<file path="src/rtl/irq_arbiter.sv">
module irq_arbiter #(
  parameter int NSRC = 11
) (
  input  logic       clk,
  input  logic       rst_n,
  input  logic [1:0] ext_pin_n,
  input  logic [1:0] ext_edge,
  input  logic [1:0] tmr_ovf,
  input  logic       ser_ri,
  input  logic       ser_ti,
  input  logic [1:0] dma_done,
  input  logic [3:0] link_stat,
  input  logic [7:0] en_main,
  input  logic [5:0] en_ext,
  input  logic [4:0] pri_main,
  input  logic [5:0] pri_ext,
  input  logic       instr_last,
  input  logic       instr_blocks,
  input  logic       reti,
  output logic       call_req,
  output logic [7:0] vec_addr,
  output logic [1:0] in_service,
  output logic [1:0] ext_flag,
  output logic [1:0] tmr_flag
);
  localparam int IW = $clog2(NSRC);

  logic [1:0]      pin_q;
  logic [NSRC-1:0] raw, snap, en_v, pri_v, act, clr_v;
  logic [IW-1:0]   win_idx;
  logic            win_ok, win_hi;

  function automatic logic [7:0] vec_of(input logic [IW-1:0] i);
    case (i)
      0: vec_of = 8'h03;  1: vec_of = 8'h2B;  2: vec_of = 8'h0B;
      3: vec_of = 8'h33;  4: vec_of = 8'h3B;  5: vec_of = 8'h13;
      6: vec_of = 8'h43;  7: vec_of = 8'h53;  8: vec_of = 8'h1B;
      9: vec_of = 8'h4B;  10: vec_of = 8'h23;
      default: vec_of = 8'h00;
    endcase
  endfunction

  assign raw   = {ser_ri | ser_ti, link_stat[3], tmr_flag[1], dma_done[1], link_stat[2],
                  ext_flag[1], dma_done[0], link_stat[1], tmr_flag[0], link_stat[0], ext_flag[0]};
  assign en_v  = {en_main[4], en_ext[5], en_main[3], en_ext[4], en_ext[3], en_main[2],
                  en_ext[2], en_ext[1], en_main[1], en_ext[0], en_main[0]} & {NSRC{en_main[7]}};
  assign pri_v = {pri_main[4], pri_ext[5], pri_main[3], pri_ext[4], pri_ext[3], pri_main[2],
                  pri_ext[2], pri_ext[1], pri_main[1], pri_ext[0], pri_main[0]};
  assign act   = snap & en_v;

  always_comb begin
    win_idx = '0;
    win_hi  = 1'b0;
    win_ok  = 1'b0;
    if (|(act & pri_v) && !in_service[1]) begin
      win_ok = 1'b1;
      win_hi = 1'b1;
      for (int i = NSRC - 1; i >= 0; i--)
        if (act[i] && pri_v[i]) win_idx = IW'(i);
    end else if (|(act & ~pri_v) && in_service == 2'b00) begin
      win_ok = 1'b1;
      for (int i = NSRC - 1; i >= 0; i--)
        if (act[i] && !pri_v[i]) win_idx = IW'(i);
    end
  end

  assign call_req = win_ok && instr_last && !instr_blocks;
  assign vec_addr = call_req ? vec_of(win_idx) : 8'h00;
  assign clr_v    = call_req ? (NSRC'(1) << win_idx) : '0;

  always_ff @(posedge clk or negedge rst_n) begin
    if (!rst_n) begin
      pin_q    <= 2'b11;
      ext_flag <= 2'b00;
      tmr_flag <= 2'b00;
      snap     <= '0;
    end else begin
      pin_q       <= ext_pin_n;
      ext_flag[0] <= ext_edge[0] ? ((ext_flag[0] & ~clr_v[0]) | (pin_q[0] & ~ext_pin_n[0]))
                                 : ~ext_pin_n[0];
      ext_flag[1] <= ext_edge[1] ? ((ext_flag[1] & ~clr_v[5]) | (pin_q[1] & ~ext_pin_n[1]))
                                 : ~ext_pin_n[1];
      tmr_flag[0] <= (tmr_flag[0] & ~clr_v[2]) | tmr_ovf[0];
      tmr_flag[1] <= (tmr_flag[1] & ~clr_v[8]) | tmr_ovf[1];
      snap        <= raw & ~clr_v;
    end
  end

  always_ff @(posedge clk or negedge rst_n) begin
    if (!rst_n) in_service <= 2'b00;
    else begin
      if (call_req)                  in_service[win_hi] <= 1'b1;
      if (reti && in_service[1])     in_service[1] <= 1'b0;
      else if (reti && in_service[0]) in_service[0] <= 1'b0;
    end
  end

  AST_CALL_AT_BOUNDARY: assert property (@(posedge clk) disable iff (!rst_n)
    call_req |-> instr_last && !instr_blocks);
  AST_NO_CALL_OVER_HIGH: assert property (@(posedge clk) disable iff (!rst_n)
    in_service[1] |-> !call_req);
  AST_LOW_NESTS_HIGH: assert property (@(posedge clk) disable iff (!rst_n)
    call_req && in_service == 2'b01 && !reti |=> in_service == 2'b11);
  AST_GLOBAL_MASK: assert property (@(posedge clk) disable iff (!rst_n)
    !en_main[7] |-> !call_req);
  AST_RETURN_POPS_HIGH: assert property (@(posedge clk) disable iff (!rst_n)
    reti && !call_req && in_service == 2'b11 |=> in_service == 2'b01);
  AST_TIMER0_CLEARS: assert property (@(posedge clk) disable iff (!rst_n)
    call_req && vec_addr == 8'h0B && !tmr_ovf[0] |=> !tmr_flag[0]);
  AST_VECTOR_IDLE: assert property (@(posedge clk) disable iff (!rst_n)
    !call_req |-> vec_addr == 8'h00);
endmodule

</file>
<file path="config.mk">
export PLATFORM = sky130hd
export DESIGN_NAME = irq_arbiter
export DESIGN_NICKNAME = d
export VERILOG_FILES = /design/src/rtl/irq_arbiter.sv
export SDC_FILE = /design/constraint.sdc
export NUM_CORES = 1
export LEC_CHECK = 0
export BUFFER_PORTS_ARGS = -buffer_cell sky130_fd_sc_hd__buf_2
export CAP_MARGIN = 15
export CORE_UTILIZATION = 30
export DETAILED_ROUTE_END_ITERATION = 10
export MAX_ROUTING_LAYER = met4
export PLACE_DENSITY = 0.5
export SYNTH_ARGS = -nofsm -noshare
export SYNTH_HDL_FRONTEND = slang
export SYNTH_SLANG_ARGS = --single-unit
</file>
<file path="constraint.sdc">
create_clock -name clk -period 5.1 [get_ports clk]
set_input_delay 1.02 -clock clk [delete_from_list [all_inputs] [get_ports clk]]
set_output_delay 1.02 -clock clk [all_outputs]
set_load 0.01 [all_outputs]
</file>
* Word-level counts from Yosys, hierarchy flattened
Memory sizes are Yosys's and may differ from the RTL's.
Cells that the tools add are included.
** Cells by class
- Order comparisons :: 2
- Shifts and indexed selects :: 1
- Mux-type cells :: 37
- Bitwise logic cells :: 25
- Reductions and logical operators :: 46
** Operators with widths (number)
- $mux W4 :: 24
- $and A11 B11 Y11 :: 5
- $logic_and A1 B1 Y1 :: 29
- $not A11 Y11 :: 2
- $reduce_or A11 Y1 :: 2
- $logic_not A1 Y1 :: 13
- $mux W11 :: 1
- $shl A1 B4 Y11 const A :: 1
- $mux W1 :: 9
- $mux W8 :: 1
- $and A1 B1 Y1 :: 6
- $not A1 Y1 :: 6
- $or A1 B1 Y1 :: 5
- $logic_not A2 Y1 :: 1
- $lt A1 B2 Y1 const B :: 1
- $mux W2 :: 1
- $or A2 B2 Y2 :: 1
- $reduce_bool A2 Y1 :: 1
- $demux W1 S1 :: 1
- $ge A1 B1 Y1 const B :: 1
** Word-level totals
- Flip-flop bits (word level) :: 19
- Bits in read-only memories :: 96
- Input bits :: 44
- Output and inout port bits :: 15
- Word-level logic and storage cells :: 118
- Memories kept :: 1
** Memory list
- (name not given) :: depth 16, width 6, read ports 1, clocked after Yosys merged registers in 0, wr ports 0, RTL line 34 : case (i)

* Depth between registers and ports, before layout
Gate-level depths: netlist (run 1).
- Word-level depth :: 22
- Depth in mapped cells :: 12
- Mapped depth without buffers :: 9

* Worst setup path after synthesis (run 1)
Ideal clock, no wire load.
- Kind :: input port to output port
- From :: input port en_main[7]
- To :: output port vec_addr[3]
- Data arrival time :: 3.099 ns
- Data required time :: 4.080 ns
- Setup slack :: 0.981 ns
- Stages :: 11
- Buffers on the path :: 2
- Path through :: buf_6 buf_6 nand4b_1 or4b_1 a31oi_1 o21ai_1 o32ai_4 ha_1 nor3_1 a21oi_2 a21oi_1
** On the way
- Word-level cells in the longest chain between the ends :: 18
- Elaborated cells between the ends (all ways) :: 60
- Classes of those cells :: 27 x mux; 4 x bitwise; 28 x reduce/logical; 1 x memory
** RTL lines
- start, declared :: RTL line 13 : input logic [7:0] en_main,
- $and A11 B11 Y11 * :: RTL line 46 : en_ext[2], en_ext[1], en_main[1], en_ext[0], en_main[0]} & {NSRC{en_main[7]}};
- $and A11 B11 Y11 * :: RTL line 49 : assign act = snap & en_v;
- $logic_and A1 B1 Y1 :: RTL line 63 : if (act[i] && !pri_v[i]) win_idx = IW'(i);
- $mux W4 (11 in a row) :: RTL line 63
- $mux W4 :: RTL line 60 : end else if (|(act & ~pri_v) && in_service == 2'b00) begin
- $mux W4 :: RTL line 55 : if (|(act & pri_v) && !in_service[1]) begin
- $mem_v2 Z16 W6
- $mux W8 * :: RTL line 68 : assign vec_addr = call_req ? vec_of(win_idx) : 8'h00;
- end, declared :: RTL line 21 : output logic [7:0] vec_addr,
Every way passes the cells marked *; elsewhere a longest branch is shown, timed or not.

* Final worst setup path (run 1)
Same ends and word-level chain as after synthesis.

==> impl_results.md, run 1 <==
- Run status: finished with violations
- Violations in the final reports: design-rule violations
- Worst endpoint required time: 4.08 ns
- Count of max-cap constraint violations: 0
- Final Hold Violating Endpoints: 0
- First-pass detailed-route iteration total: 7
- Die area: 0.00500 mm²
- H-Tree Level Count: 1
- Leading register cell type out of synthesis: dfrtp_1
- Final period util: 90.5%
- Most frequently used cell type in the post-synthesis netlist: dfrtp_1
- Area of the core: 0.00444 mm²
- Startpoint types: input pin
- TritonCTS Sinks: 19
- Clock-pin slew on the worst setup and hold paths: 0.07 ns
- Detail Route Antenna Nets: 0
- Setup repair after global routing missed its margin: false
- Worst setup startpoint: en_main[7]
- Total grt overflow: 0
- Chip width: 70.7 µm
- Reported leakage power: 0.750 nW
- Register-to-Register Setup Slack: 2.60 ns
- Peak Freq: 0.217 GHz
- Detailed-route DRC error count: 9
- Post-Synthesis Cells: 155
- Final #Nets: 253
- TritonCTS clock tree: built
- Maximum fanout along the worst path: 26
- Setup Slack @ Placement: 0.510 ns
- Clock network latency to the later pin of the worst-skew pair: 0.26 ns
- Dpl cell area: 0.00167 mm²
- Capturing point of the worst reg2reg path: tmr_flag[0]
- Length in cells of the worst reg-to-reg path: 8
- Relative area change from synthesis to final layout: 21.8%
- Total of flip-flops plus latches after synthesis: 19
- Final Max Slew Viols: 0
- Number of ports placed on the die boundary: 59
- Proportion of layout cells with a drive suffix above 1: 33.7%
- Worst-margin pin slew: 0.505 ns
- HPWL Detailed: 2930 µm
- # setup viols final: 0
- Setup_tns: 0 ns
- Number of enable-type register cells in the synthesized netlist: 0
- Final estimated routing congestion in global placement: 0.826
- Die Y-Extent: 70.7 µm
- Post-route cell area: 0.00172 mm²
- Headroom to the max-slew limit: 66.3%
- Standard-cell rows: 24
- Total via count after detailed routing: 1395
- Avg Inst Size Synth: 9.13 µm²
- Antenna Cells: 0
- P per Cell Area: 252 mW/mm²
- Maximum number of pins on one net before global-route repair: 27
- Warning count from the yosys run: 0
- Arrival time reported for the critical path endpoint: 3.59 ns
- Detailed-route wire length per cell: 14.3 µm
- Sequential share of the synthesized area: 33.8%
- Bufs on Longest Clock Path: 2
- CP Class: input pin to primary output
- Top area cells in the synthesized netlist: dfrtp_1 (30%), nand4_1 (6.2%), nand4b_1 (5.6%)
- Top-area cell type share of the netlist area: 30.1%
- Global Route Usage Sum: 15.7%
- Final routed wirelength across all metal layers: 3690 µm
- Hold Crit Depth: 1
- Setup crit end kind: primary output
- Worst VDD drop: 0.131 mV
- Final critical delay including setup and external delays: 4.61 ns
- Fraction of registers with async set/reset: 100%
- Post-cts repair resize count: 0
- Quantity of hold-fixing buffers added after cts: 0
- Antenna violations before repair: 0
- Starting density of the core: 31.8%
- Final setup skew: 0.00651 ns
- HP Class: flip-flop to flip-flop
- Netlist area before placement: 0.00142 mm²
- End point of the critical path: vec_addr[3]
- Setup repair bufs after CTS: 0
- Number of global-route vias before repair: 1322
- Biggest area consumer among synthesized cells: dfrtp_1
- Quantity of I/O buffers inserted on ports: 54
- Most instantiated cells after synthesis: dfrtp_1 (17), nand4_1 (14), nor2_1 (10), nand2_1 (9), nand4b_1 (9)
- Global-route wire length before repair: 6130 µm
- Reg2Reg Launch Point: snap[5]
- Number of distinct standard cells referenced by the synthesized netlist: 49
- Buffer type at the clock tree root: clkbuf_8
- Worst-case setup margin in the final layout: 0.486 ns
- TritonCTS Buffers: 3
- 1st-iter DRT viols: 85
- Via-per-instance ratio: 5.43
cells in the final DEF (no fill, tap or decap), drive strengths merged, types with 6 or more instances in the layout:
master / instances
a21boi: 7
nor3: 6
a21oi: 6
nand3: 7
buf: 54
nor2: 10
nand4b: 9
dfrtp: 17
nand2: 9
nand4: 15
flip-flops by register name, summed over array words and instances, names as in the netlist:
name / cells
ext_flag: 2
tmr_flag: 2
pin_q: 2
snap: 11
in_service: 2
cell type report:
| class | instances | area [µm²] |
|---|---|---|
| Clock buffer | 3 | 41.3 |
| Clock inverter | 1 | 7.51 |
| Fill cell | 474 | 2720 |
| Inverter | 5 | 18.8 |
| Multi-Input combinational cell | 123 | 842 |
| Sequential cell | 19 | 478 |
| Tap cell | 52 | 65.1 |
| Timing Repair Buffer | 54 | 270 |
per-stage QoR:
stage,total power (W),utilization (%),hold slack (ns),cells
after floorplan,0.000285,-,0.539,156
after global placement,0.000327,37.7,0.521,253
after detailed placement,0.000330,37.7,0.516,253
after CTS,0.000437,38.8,0.534,257
after global routing,0.000465,38.8,0.568,257
final,0.000434,38.8,0.528,257
layer usage:
layer	vias up	part of all wire, %	track usage [%]
li1	701	-	-
met1	642	51	22.0
met2	48	43	23.9
met3	4	4.9	1.28
met4	0	1.1	5.33
met5	-	0	-
worst min path at each step:
stage,startpoint,to,slack (ns)
2_1_floorplan,pin_q[1],ext_flag[1],0.54
3_3_place_gp,ext_flag[0],snap[0],0.52
3_5_place_dp,ext_flag[0],snap[0],0.52
4_1_cts,ext_flag[0],snap[0],0.53
5_1_grt,tmr_flag[1],tmr_flag[1],0.57
6_report,ext_flag[0],snap[0],0.53
power by group:
| group | switching (W) | internal, W |
|---|---|---|
| clock | 0.0000510 | 0.0000550 |
| sequential | 0.0000130 | 0.000164 |
| combinational | 0.0000872 | 0.0000633 |
critical path, cell delays in order:
cell and delay, ns:
buf_2 0.35, nand3_1 0.17, or4b_1 0.53, a31oi_1 0.21, o21ai_1 0.12, o32ai_4 0.31
ha_1 0.33, nor3_1 0.22, a21oi_2 0.05, a21oi_1 0.14, buf_2 0.14
kinds of logic after synthesis:
logic type	after synthesis	synth area share [%]
AO/OA/AOI/OAI	42	23.3
adder cells (fa/ha/maj)	3	2.65
buffers and inverters	14	6.98
flip-flops	19	33.8
other	1	0.265
AND/OR/NAND/NOR	76	33.0
Note: power is estimated with default switching activity, not from simulation.
==> run 2: changes to the inputs <==
--- a/config.mk
+++ b/config.mk
@@ -10,7 +10,7 @@
 export CORE_UTILIZATION = 30
 export DETAILED_ROUTE_END_ITERATION = 10
 export MAX_ROUTING_LAYER = met4
-export PLACE_DENSITY = 0.5
+export PLACE_DENSITY = 0.65
 export SYNTH_ARGS = -nofsm -noshare
 export SYNTH_HDL_FRONTEND = slang
 export SYNTH_SLANG_ARGS = --single-unit
==> run 2 against run 1 <==
Against the previous run:
- the flow still finishes with violations (design-rule violations)
- highest routed layer unchanged
- total power fell by 1.6%
- critical endpoint unchanged
- register-to-register slack improved by 0.03 ns
- critical path type unchanged
- clock power fell by 5%
- clock skew fell by 0.0026 ns
==> impl_results.md, run 2 (synthesis gave the netlist of run 1 again) <==
- Proportion of layout cells with a drive suffix above 1: 33.7% (unchanged)
- Peak Freq: 0.221 GHz (+1.9%)
- Core Util, Final: 38.7% (-0.056 points)
- Reported leakage power: 0.754 nW (+0.50%)
- Setup Slack @ Placement: 0.550 ns (+0.0398 ns)
- H-Tree Level Count: 1 (unchanged)
- Violations in the final reports: design-rule violations
- Maximum fanout along the worst path: 26 (unchanged)
- Count of max-cap constraint violations: 0 (unchanged)
- Post-cts repair resize count: 0 (unchanged)
- Die Y-Extent: 70.7 µm (unchanged)
- Number of ports placed on the die boundary: 59 (unchanged)
- Global Route Usage Sum: 14.5% (-1.2 points)
- Final Max Slew Viols: 0 (unchanged)
- CP Class: input pin to primary output
- Cell mode on critical path: buf_2
- Most common cell after layout, fill and taps aside: buf_2
- Final standard cell count with taps included and fillers excluded: 257 (unchanged)
- Buffer type at the clock tree root: clkbuf_8
- Startpoint types: input pin
- Clock network latency to the later pin of the worst-skew pair: 0.25 ns (about the same)
- Chip width: 70.7 µm (unchanged)
- Setup repair after global routing missed its margin: false
- Area of the core: 0.00444 mm² (unchanged)
- TritonCTS Buffers: 3 (unchanged)
- Final period util: 88.8% (-1.7 points)
- Launch instance of the worst min-delay path: ext_flag[0]
- Reg2Reg Launch Point: snap[5]
- Number of global-route vias before repair: 1206 (-8.8%)
- Capturing point of the worst reg2reg path: ext_flag[1]
- Setup crit end kind: primary output
- Global-route wire length before repair: 5650 µm (-7.8%)
- Number of instances in the placed design: 253 (unchanged)
- P per Cell Area: 248 mW/mm² (-1.4%)
- Bufs on Longest Clock Path: 2 (unchanged)
- Detailed-route wire length per cell: 13.4 µm (-6.4%)
- HPWL Detailed: 2850 µm (-2.7%)
- Starting density of the core: 31.8% (unchanged)
- Final setup skew: 0.00392 ns (-0.00259 ns)
- Quantity of hold-fixing buffers added after cts: 0 (unchanged)
- Cell Chain, Critical Path: buf_2 > nand3_1 > or4b_1 > a31oi_1 > o21ai_1 > o32ai_4 > ha_1 > nor3_1 > a21oi_2 > a21oi_1 > buf_2
- Peak per-stage delay on the critical path: 0.52 ns (about the same)
- Detailed-route DRC error count: 7 (-2)
- Die area: 0.00500 mm² (unchanged)
- Final routed wirelength across all metal layers: 3450 µm (-6.4%)
- Worst endpoint required time: 4.08 ns (about the same)
- Setup_tns: 0 ns (unchanged)
- Antenna Cells: 0 (unchanged)
- Arrival time reported for the critical path endpoint: 3.51 ns (-0.08 ns)
- Quantity of I/O buffers inserted on ports: 54 (unchanged)
- Detail Route Antenna Nets: 0 (unchanged)
- Run status: finished with violations
- Final #Nets: 253 (unchanged)
- Total grt overflow: 0 (unchanged)
- Total via count after detailed routing: 1368 (-1.9%)
- Setup repair bufs after CTS: 0 (unchanged)
- Register ranked first by flip-flop count: snap
- HP Class: flip-flop to flip-flop
- Relative area change from synthesis to final layout: 21.6%
- First-pass detailed-route iteration total: 7 (unchanged)
- Standard-cell rows: 24 (unchanged)
- Via-per-instance ratio: 5.32 (-1.9%)
- Worst VDD drop: 0.136 mV (+3.6%)
- Antenna violations before repair: 0 (unchanged)
- Maximum number of pins on one net before global-route repair: 27 (unchanged)
- Register-to-Register Setup Slack: 2.63 ns (+0.03 ns)
- Largest register FFs: 11 (unchanged)
- Leading cell types in the layout, fill and taps excluded: buf_2 (54), dfrtp_1 (17), nand4_1 (14), nor2_1 (10)
- # setup viols final: 0 (unchanged)
- TritonCTS clock tree: built
- Slowest stage cell, crit path: or4b_1
- End point of the critical path: vec_addr[3]
- Worst-case setup margin in the final layout: 0.574 ns (+0.0874 ns)
- Final Hold Violating Endpoints: 0 (unchanged)
- Clock-pin slew on the worst setup and hold paths: 0.06 ns (about the same)
- Final critical delay including setup and external delays: 4.53 ns (-0.0874 ns)
- Length in cells of the worst reg-to-reg path: 9 (+1)
- 1st-iter DRT viols: 42 (-51%)
- Final estimated routing congestion in global placement: 0.817 (-1.1%)
- TritonCTS Sinks: 19 (unchanged)
- Worst setup startpoint: en_main[7]
[run 2: cell type report]
type                       count  area [µm²]
inverter                       5        18.8
timing repair buffer          54         270
multi-input combinational    123         842
clock buffer                   3        41.3
fill                         471        2720
sequential                    19         478
clock inverter                 1        5.00
tap                           52        65.1
[run 2: worst max-delay path: cells and delay by family]
family	cells	cell delay (ns)
AO/OA/AOI/OAI	5	0.79
buffers and inverters	2	0.48
AND/OR/NAND/NOR	3	0.89
adder cells (fa/ha/maj)	1	0.32
[run 2: how the worst min path moves through the flow]
stage | end | slack [ns] | cells after the start
finish | snap[0] | 0.52 | 1
global route | snap[0] | 0.56 | 1
CTS | snap[0] | 0.53 | 1
detailed placement | snap[0] | 0.51 | 1
global placement | snap[0] | 0.52 | 1
floorplan | ext_flag[1] | 0.54 | 2
[run 2: metal layers]
| metal | GRT usage [%] | wire length (µm) |
|---|---|---|
| met3 | 1.99 | 183 |
| met4 | 5.33 | 44 |
| met5 | - | 0 |
| met1 | 19.5 | 1630 |
| met2 | 22.3 | 1590 |
[run 2: per-stage QoR]
stage	area [µm²]	total power (W)	hold WS [ns]
floorplan	1420	0.000285	0.539
detailed placement	1670	0.000330	0.515
global route	1720	0.000458	0.565
CTS	1720	0.000431	0.530
finish	1720	0.000427	0.525
global placement	1670	0.000327	0.519
[run 2: report_power, final]
| part | internal [W] | total (W) | switching, W | leakage, nW |
|---|---|---|---|---|
| Sequential | 0.000164 | 0.000177 | 0.0000121 | 0.209 |
| Combinational | 0.0000633 | 0.000150 | 0.0000864 | 0.519 |
| Clock | 0.0000542 | 0.000101 | 0.0000466 | 0.0255 |
==> run 3: changes to the inputs <==
--- a/config.mk
+++ b/config.mk
@@ -5,8 +5,10 @@
 export SDC_FILE = /design/constraint.sdc
 export NUM_CORES = 1
 export LEC_CHECK = 0
+export ABC_AREA = 1
 export BUFFER_PORTS_ARGS = -buffer_cell sky130_fd_sc_hd__buf_2
 export CAP_MARGIN = 15
+export CORE_MARGIN = 2
 export CORE_UTILIZATION = 30
 export DETAILED_ROUTE_END_ITERATION = 10
 export MAX_ROUTING_LAYER = met4
==> run 3 against run 2 <==
Against the previous run:
- the run now ends clean
- combinational power up 25%
- core utilization down 0.34 points
- final cell count up 19%
- largest cell class unchanged
- highest routed layer unchanged
==> impl_results.md, run 3 <==
- Setup crit end kind: primary output
- Biggest area consumer among synthesized cells: dfrtp_1
- Final #Nets: 300 (+19%)
- Maximum fanout along the worst path: 22 (-15%)
- Switching power summed over all nets: 0.000184 W (+27%)
- CP Class: input pin to primary output
- Via-per-instance ratio: 4.71 (-12%)
- Maximum number of pins on one net before global-route repair: 23 (-15%)
- Leading register cell type out of synthesis: dfrtp_1
- First-pass detailed-route iteration total: 4 (-3)
- Setup repair bufs after CTS: 0 (unchanged)
- Peak Freq: 0.238 GHz (+7.9%)
- Leading cell types in the layout, fill and taps excluded: buf_2 (54), nand2_1 (49), inv_1 (24), nor2_1 (21), nand4_1 (20)
- Post-cts repair resize count: 0 (unchanged)
- Sequential share of the synthesized area: 32.9% (-0.84 points)
- Quantity of hold-fixing buffers added after cts: 0 (unchanged)
- Setup repair after global routing missed its margin: false
- Die Y-Extent: 73.6 µm (+4.1%)
- Chip width: 73.6 µm (+4.1%)
- Quantity of I/O buffers inserted on ports: 54 (unchanged)
- Avg Inst Size Synth: 7.33 µm² (-20%)
- Number of distinct standard cells referenced by the synthesized netlist: 33 (-33%)
- Startpoint types: input pin
- Final Max Slew Viols: 0 (unchanged)
- Final critical delay including setup and external delays: 4.20 ns (-0.331 ns)
- Detail Route Antenna Nets: 0 (unchanged)
- Switching portion of total power: 39.0% (+5.1 points)
- Relative area change from synthesis to final layout: 24.1%
- Total of flip-flops plus latches after synthesis: 19 (unchanged)
- Most instantiated cells after synthesis: nand2_1 (49), inv_1 (24), nor2_1 (21), nand4_1 (20), dfrtp_1 (17)
- Bufs on Longest Clock Path: 2 (unchanged)
- Post-route cell area: 0.00180 mm² (+4.7%)
- Buffer type at the clock tree root: clkbuf_8
- TritonCTS clock tree: built
- Count of max-cap constraint violations: 0 (unchanged)
- Largest register FFs: 11 (unchanged)
- P per Cell Area: 262 mW/mm² (+5.5%)
- Final standard cell count with taps included and fillers excluded: 306 (+19%)
- Fraction of registers with async set/reset: 100% (unchanged)
- Detailed-route wire length per cell: 11.8 µm (-12%)
- Final Hold Violating Endpoints: 0 (unchanged)
- H-Tree Level Count: 1 (unchanged)
- 1st-iter DRT viols: 40 (-4.8%)
- Total grt overflow: 0 (unchanged)
- Standard-cell rows: 25 (+4.2%)
- TritonCTS Sinks: 19 (unchanged)
- Clock-pin slew on the worst setup and hold paths: 0.07 ns (about the same)
- Total via count after detailed routing: 1441 (+5.3%)
- Dpl cell area: 0.00175 mm² (+4.6%)
- Clock group share of total power: 22.9% (-0.7 points)
- Die area: 0.00541 mm² (+8.3%)
- Post-Synthesis Cells: 198 (+28%)
- Antenna Cells: 0 (unchanged)
- Final setup skew: 0.00110 ns (-0.00281 ns)
- Clock network latency to the later pin of the worst-skew pair: 0.26 ns (about the same)
- Reported leakage power: 1.01 nW (+34%)
- Register ranked first by flip-flop count: snap
- Area of the core: 0.00469 mm² (+5.6%)
- Number of instances in the placed design: 302 (+19%)
- Most frequently used cell type in the post-synthesis netlist: nand2_1
- Final period util: 82.3% (-6.5 points)
- Worst VDD drop: 0.175 mV (+29%)
- Netlist area before placement: 0.00145 mm² (+2.6%)
- Most common cell after layout, fill and taps aside: buf_2
- Global-route wire length before repair: 5840 µm (+3.4%)
- Final routed wirelength across all metal layers: 3620 µm (+4.8%)
- Internal Power: 0.000287 W (+2.0%)
- # setup viols final: 0 (unchanged)
- Antenna violations before repair: 0 (unchanged)
- Warning count from the yosys run: 0 (unchanged)
- TritonCTS Buffers: 3 (unchanged)
- Starting density of the core: 30.9% (-0.91 points)
- Final estimated routing congestion in global placement: 0.838 (+2.6%)
- HP Class: flip-flop to flip-flop
- Combinational group share of total power: 39.7% (+4.7 points)
- Top-area cell type share of the netlist area: 29.3% (-0.75 points)
- Total power of the final layout: 0.000472 W (+10%)
- Number of global-route vias before repair: 1375 (+14%)
- Proportion of layout cells with a drive suffix above 1: 31.3% (-2.3 points)
- Setup_tns: 0 ns (unchanged)
- Detailed-route DRC error count: 0 (-7)
- Top area cells in the synthesized netlist: dfrtp_1 (29%), nand2_1 (13%), nand4_1 (8.6%)
- Global Route Usage Sum: 14.6% (+0.15 points)
- Portion of total power attributed to sequential cells: 37.4% (-3.9 points)
- Worst endpoint required time: 4.08 ns (about the same)
- Number of ports placed on the die boundary: 59 (unchanged)
- Number of enable-type register cells in the synthesized netlist: 0 (unchanged)
- HPWL Detailed: 3110 µm (+9.1%)
- Run status: completed
- Arrival time reported for the critical path endpoint: 3.18 ns (-0.33 ns)
run 3: cells by family (layout without fill, tap and decap cells):
family / Yosys count / after routing / share of synthesized area, %
simple gates: 116 / 116 / 42.4
buf+inv: 32 / 85 / 9.83
compound gates: 27 / 27 / 12.0
flops: 19 / 19 / 32.9
fa+ha+maj: 3 / 3 / 2.59
other cells: 1 / 2 / 0.258
run 3: area by class of cell:
class / instances / area [µm²]
multi-input cells: 148 / 835
clock buffers: 3 / 41.3
fillers: 514 / 2890
flip-flops and latches: 19 / 478
well taps: 54 / 67.6
inverters: 27 / 101
repair buffers: 54 / 270
clock inverters: 1 / 7.51
run 3: metrics by stage:
step,util (%),setup WS (ns),hold slack [ns]
after global placement,37.3,0.961,0.474
after CTS,38.4,0.915,0.504
after detailed placement,37.3,0.922,0.485
after floorplan,-,1.34,0.520
final,38.4,0.905,0.496
after global routing,38.4,0.665,0.543
run 3: path summary, 6_finish.rpt:
kind	start	to	slack, ns	cells after the start
setup / recovery	en_main[7]	vec_addr[5]	0.90	16
hold / removal	tmr_flag[1]	tmr_flag[1]	0.50	2
setup reg to reg	snap[7]	snap[2]	2.89	13
hold reg to reg	tmr_flag[1]	tmr_flag[1]	0.50	2
max in group asynchronous	rst_n	pin_q[1]	4.10	1
min in group asynchronous	rst_n	tmr_flag[0]	0.68	1
run 3: critical path: stages:
cell     delay (ns)
buf_2          0.33
nand4_1        0.19
nand2_1        0.16
nor2_1         0.08
nand3_2        0.07
nand2_2        0.07
nor3_1         0.13
nand2_1        0.07
nand2_1        0.21
inv_1          0.13
ha_1           0.25
nand2_1        0.10
nor2_1         0.06
a21oi_1        0.11
nand2_1        0.07
buf_2          0.14
run 3: metal layers:
metal  track usage (%)  vias to the layer above  part of all wire (%)
li1                  -                      765                     -
met3              1.37                        5                   4.1
met5                 -                        -                     0
met2              24.9                       43                    48
met1              17.5                      628                    46
met4              6.46                        0                   1.8
run 3: power groups by stage:
stage	Clock, W	Combinational [W]	Sequential (W)
floorplan	0	0.000129	0.000181
global placement	0	0.000186	0.000179
detailed placement	0	0.000188	0.000179
CTS	0.000111	0.000190	0.000176
global route	0.000116	0.000211	0.000178
finish	0.000108	0.000187	0.000176
